<file path="config.mk">
export PLATFORM = sky130hd
export DESIGN_NAME = hs_relay
export DESIGN_NICKNAME = d
export VERILOG_FILES = /design/src/rtl/hs_relay_pkg.sv /design/src/rtl/hs_relay_edge.sv /design/src/rtl/hs_relay_seq.sv /design/src/rtl/hs_relay.sv
export SDC_FILE = /design/constraint.sdc
export NUM_CORES = 1
export LEC_CHECK = 0
export ABC_AREA = 1
export CAP_MARGIN = 25
export CORE_AREA = 5 5 43 45
export DETAILED_ROUTE_END_ITERATION = 16
export DIE_AREA = 0 0 48 50
export HOLD_SLACK_MARGIN = 0.06
export SYNTH_ARGS = -nofsm -noshare
export SYNTH_HDL_FRONTEND = slang
export SYNTH_SLANG_ARGS = --single-unit
</file>
<file path="constraint.sdc">
create_clock -name clk -period 4.3 [get_ports clk]
set_input_delay 0.86 -clock clk [delete_from_list [all_inputs] [get_ports clk]]
set_output_delay 0.86 -clock clk [all_outputs]
set_load 0.02 [all_outputs]
</file>
<file path="src/rtl/hs_relay_pkg.sv">
package hs_relay_pkg;
  typedef enum logic [1:0] {
    ST_IDLE   = 2'd0,
    ST_DN_REQ = 2'd1,
    ST_DN_REL = 2'd2,
    ST_UP_ACK = 2'd3
  } relay_st_t;

  localparam int NUM_IN = 2;
  localparam int IDX_UP = 0;
  localparam int IDX_DN = 1;
endpackage

</file>
<file path="src/rtl/hs_relay_edge.sv">
module hs_relay_edge #(
  parameter int W = 2
) (
  input  logic         clk,
  input  logic         rst,
  input  logic [W-1:0] lvl_i,
  output logic [W-1:0] rise_o,
  output logic [W-1:0] fall_o
);
  logic [W-1:0] smp_q;
  logic [W-1:0] prv_q;

  for (genvar g = 0; g < W; g++) begin : g_bit
    always_ff @(posedge clk) begin
      if (rst) begin
        smp_q[g] <= 1'b0;
        prv_q[g] <= 1'b0;
      end else begin
        smp_q[g] <= lvl_i[g];
        prv_q[g] <= smp_q[g];
      end
    end
    assign rise_o[g] = smp_q[g] & ~prv_q[g];
    assign fall_o[g] = ~smp_q[g] & prv_q[g];
  end
endmodule

</file>
<file path="src/rtl/hs_relay_seq.sv">
module hs_relay_seq
  import hs_relay_pkg::*;
(
  input  logic              clk,
  input  logic              rst,
  input  logic [NUM_IN-1:0] rise_i,
  input  logic [NUM_IN-1:0] fall_i,
  output logic              up_ack_o,
  output logic              dn_req_o,
  output logic              err_o
);
  relay_st_t st_q, st_d;
  logic      wanted;
  logic      any_ev;
  logic      bad_ev;
  logic      ack_q, req_q, err_q;

  always_comb begin
    wanted = 1'b0;
    st_d   = st_q;
    unique case (st_q)
      ST_IDLE:   begin wanted = rise_i[IDX_UP]; st_d = ST_DN_REQ; end
      ST_DN_REQ: begin wanted = rise_i[IDX_DN]; st_d = ST_DN_REL; end
      ST_DN_REL: begin wanted = fall_i[IDX_DN]; st_d = ST_UP_ACK; end
      ST_UP_ACK: begin wanted = fall_i[IDX_UP]; st_d = ST_IDLE;   end
      default:   begin wanted = 1'b0;           st_d = ST_IDLE;   end
    endcase
  end

  assign any_ev = |{rise_i, fall_i};
  assign bad_ev = any_ev && !(wanted && ($countones({rise_i, fall_i}) == 1));

  always_ff @(posedge clk) begin
    if (rst) begin
      st_q  <= ST_IDLE;
      ack_q <= 1'b0;
      req_q <= 1'b0;
      err_q <= 1'b0;
    end else if (bad_ev) begin
      err_q <= 1'b1;
    end else if (wanted) begin
      st_q  <= st_d;
      req_q <= (st_d == ST_DN_REQ);
      ack_q <= (st_d == ST_UP_ACK);
    end
  end

  assign up_ack_o = ack_q;
  assign dn_req_o = req_q;
  assign err_o    = err_q;
endmodule

</file>
<file path="src/rtl/hs_relay.sv">
module hs_relay
  import hs_relay_pkg::*;
(
  input  logic clk,
  input  logic rst,
  input  logic up_req,
  output logic up_ack,
  output logic dn_req,
  input  logic dn_ack,
  output logic proto_err
);
  logic [NUM_IN-1:0] lvl;
  logic [NUM_IN-1:0] rise;
  logic [NUM_IN-1:0] fall;

  assign lvl[IDX_UP] = up_req;
  assign lvl[IDX_DN] = dn_ack;

  hs_relay_edge #(.W(NUM_IN)) u_edge (
    .clk    (clk),
    .rst    (rst),
    .lvl_i  (lvl),
    .rise_o (rise),
    .fall_o (fall)
  );

  hs_relay_seq u_seq (
    .clk      (clk),
    .rst      (rst),
    .rise_i   (rise),
    .fall_i   (fall),
    .up_ack_o (up_ack),
    .dn_req_o (dn_req),
    .err_o    (proto_err)
  );
endmodule

</file>
==> impl_metrics.yaml <==
place:
  numPortBuffers: 6
  dp_hpwl_um: 749
  place_congestion: 0.798
  placed_cell_area_um2: 668
  place_inst: 99
timing:
  grt_setup_unrepaired: "no"
  setup_viol: 0
  whs_ps: 455
  finalSetupTns_ps: 0
  fmax_mhz: 456
  fin_crit_ps: 2190
  hold_viol: 0
  worst_pin_slew_ps: 266
  slew_violations: 0
  fin_crit_sh_pct: 51.0
  clock_skew_ps: 3.15
  maxSlewHeadroom_pct: 82.2
setup_path:
  critPathCaptureType: "register"
  required_ps: 4450
  r2r_cells: 9
  setup.worst_path.start_class: "register"
  rrSetupSlack_ps: 2110
  cp_max_fo: 7
  crit_arrival_ps: 2340
  worstSetupPathType: "reg2reg"
die:
  dieWidth_um: 48
  core_area_um2: 1440
  die_area_um2: 2400
  initial_core_util_pct: 40.9
  die_h_um: 50
  fp-row-count: 14
  ios: 7
clock_network:
  root_buffer: "clkbuf_4"
  cts_resized: 0
  cts-buffers-inserted: 3
  cts_tree: "done"
  clock_sinks: 9
  clockBufferDepth: 2
  clkTransAtPathRegs_ps: 60
  cts-htree-levels: 1
  cts_setup_buffers: 0
  insertion_delay_ps: 260
  hold_buffers: 0
grt:
  grt_pass1_wl_mm: 1.64
  antenna_found_initial: 0
  grt_max_degree: 8
  grt_pass1_vias: 412
  track_usage_pct: 9.88
  grt_overflow: 0
power:
  power_per_cell_area_nw_per_um2: 574
  peakVddDrop_mv: 0.234
  p_leak_uw: 0.000355
synthesis:
  syn_avg_cell_area_um2: 7.64
  ys_ff_latch: 9
  synthCells: 77
  synth_area_leaders: "dfxtp_1 (31%), ha_1 (17%), nor2_1 (8.9%)"
  syn-num-nets: 90
  yosysTopAreaCellShare_pct: 30.6
  yosysWarnings: 0
  yosys.area.top_type: "dfxtp_1"
  synth_cell_types: 16
  yosysSeqAreaShare_pct: 30.6
  synth_area_um2: 588
final_layout:
  most-common-layout-cells: "nor2_1 (14), inv_1 (12), nand2_1 (12)"
  final_nets: 101
  layout.cells.non_filler: 103
  diodes: 0
  post-route-util_pct: 48.3
  design_area_um2: 694
  final_common_cell: "nor2_1"
  layout-area-overhead-vs-synth_pct: 18.1
  drive_gt1_share_pct: 21.8
detailed_routing:
  drt_wl_total_um: 916
  drc: 0
  wl_per_cell_um: 8.89
  avgViaCountPerCell: 4.36
  drtIter0Drc: 8
  ant_nets: 0
  vias: 449
  firstDrtPassIters: 4
worst_hold_path:
  hold_depth: 2
  min_path_type: "reg2reg"
run:
  maxCapViolations: 0
status:
  run_status: "completed"
[cell type report]
type                       count  area (µm²)
tap                           16        20.0
inverter                      18        67.6
fill                         160         742
multi-input combinational     50         340
sequential                     9         180
timing repair buffer           6        60.1
clock buffer                   4        26.3
[cell families after synthesis]
family          count (synthesis)  synth area share (%)
simple gates                   38                  31.7
buf+inv                        18                  11.5
fa+ha+maj                       9                  20.4
flops                           9                  30.6
compound gates                  3                  5.74
[critical path, stage by stage (launching register included)]
cell and delay (ps):
dfxtp_1 340, inv_2 60, nor2_1 150, ha_1 260
ha_1 190, fa_1 480, nor3b_4 280, o211ai_4 140
nor2_1 140, nor2_2 50
[synth_stat cells]
library cell and instances:
nand3_1 3, inv_1 12, fa_1 1, nand2_1 12, o211ai_1 1, nor3b_4 1, nand2_4 1, nor2_2 4
ha_1 8, nand2_2 2, a21oi_1 1, dfxtp_1 9, or2_2 1, nor2_1 14, o211ai_4 1, inv_2 6
[metal layers]
layer / up-vias / global-route usage [%] / part of all wire (%)
li1: 247 / - / -
met1: 192 / 12.8 / 49
met2: 10 / 12.6 / 43
met3: 0 / 6.55 / 7.9
met4: 0 / 4.04 / 0
met5: - / 0 / 0
[where the power goes]
| part | total, µW | switching [µW] | internal [µW] |
|---|---|---|---|
| sequential | 119 | 13.8 | 105 |
| combinational | 216 | 125 | 90.9 |
| clock | 62.9 | 27.3 | 35.6 |
| total | 398 | 166 | 232 |
[metrics by stage]
| stage | setup slack (ps) | power, µW |
|---|---|---|
| after global placement | 2130 | 337 |
| after floorplan | 2250 | 290 |
| final | 2110 | 398 |
| after detailed placement | 2110 | 339 |
| after CTS | 2100 | 406 |
| after global routing | 2000 | 444 |
[sequential cells by signal, summed over array words and instances (netlist names)]
name,count
u_edge.prv_q,2
u_edge.smp_q,2
u_seq.dn_req_o,1
u_seq.err_o,1
u_seq.st_q,2
u_seq.up_ack_o,1
[worst paths after layout]
path                                       from              end
worst max-delay path            u_edge.smp_q[1]   u_seq.up_ack_o
worst min register to register  u_edge.smp_q[0]  u_edge.prv_q[0]
worst min-delay path            u_edge.smp_q[0]  u_edge.prv_q[0]
worst max register to register  u_edge.smp_q[1]   u_seq.up_ack_o
Power figures use the tool's default switching activity.
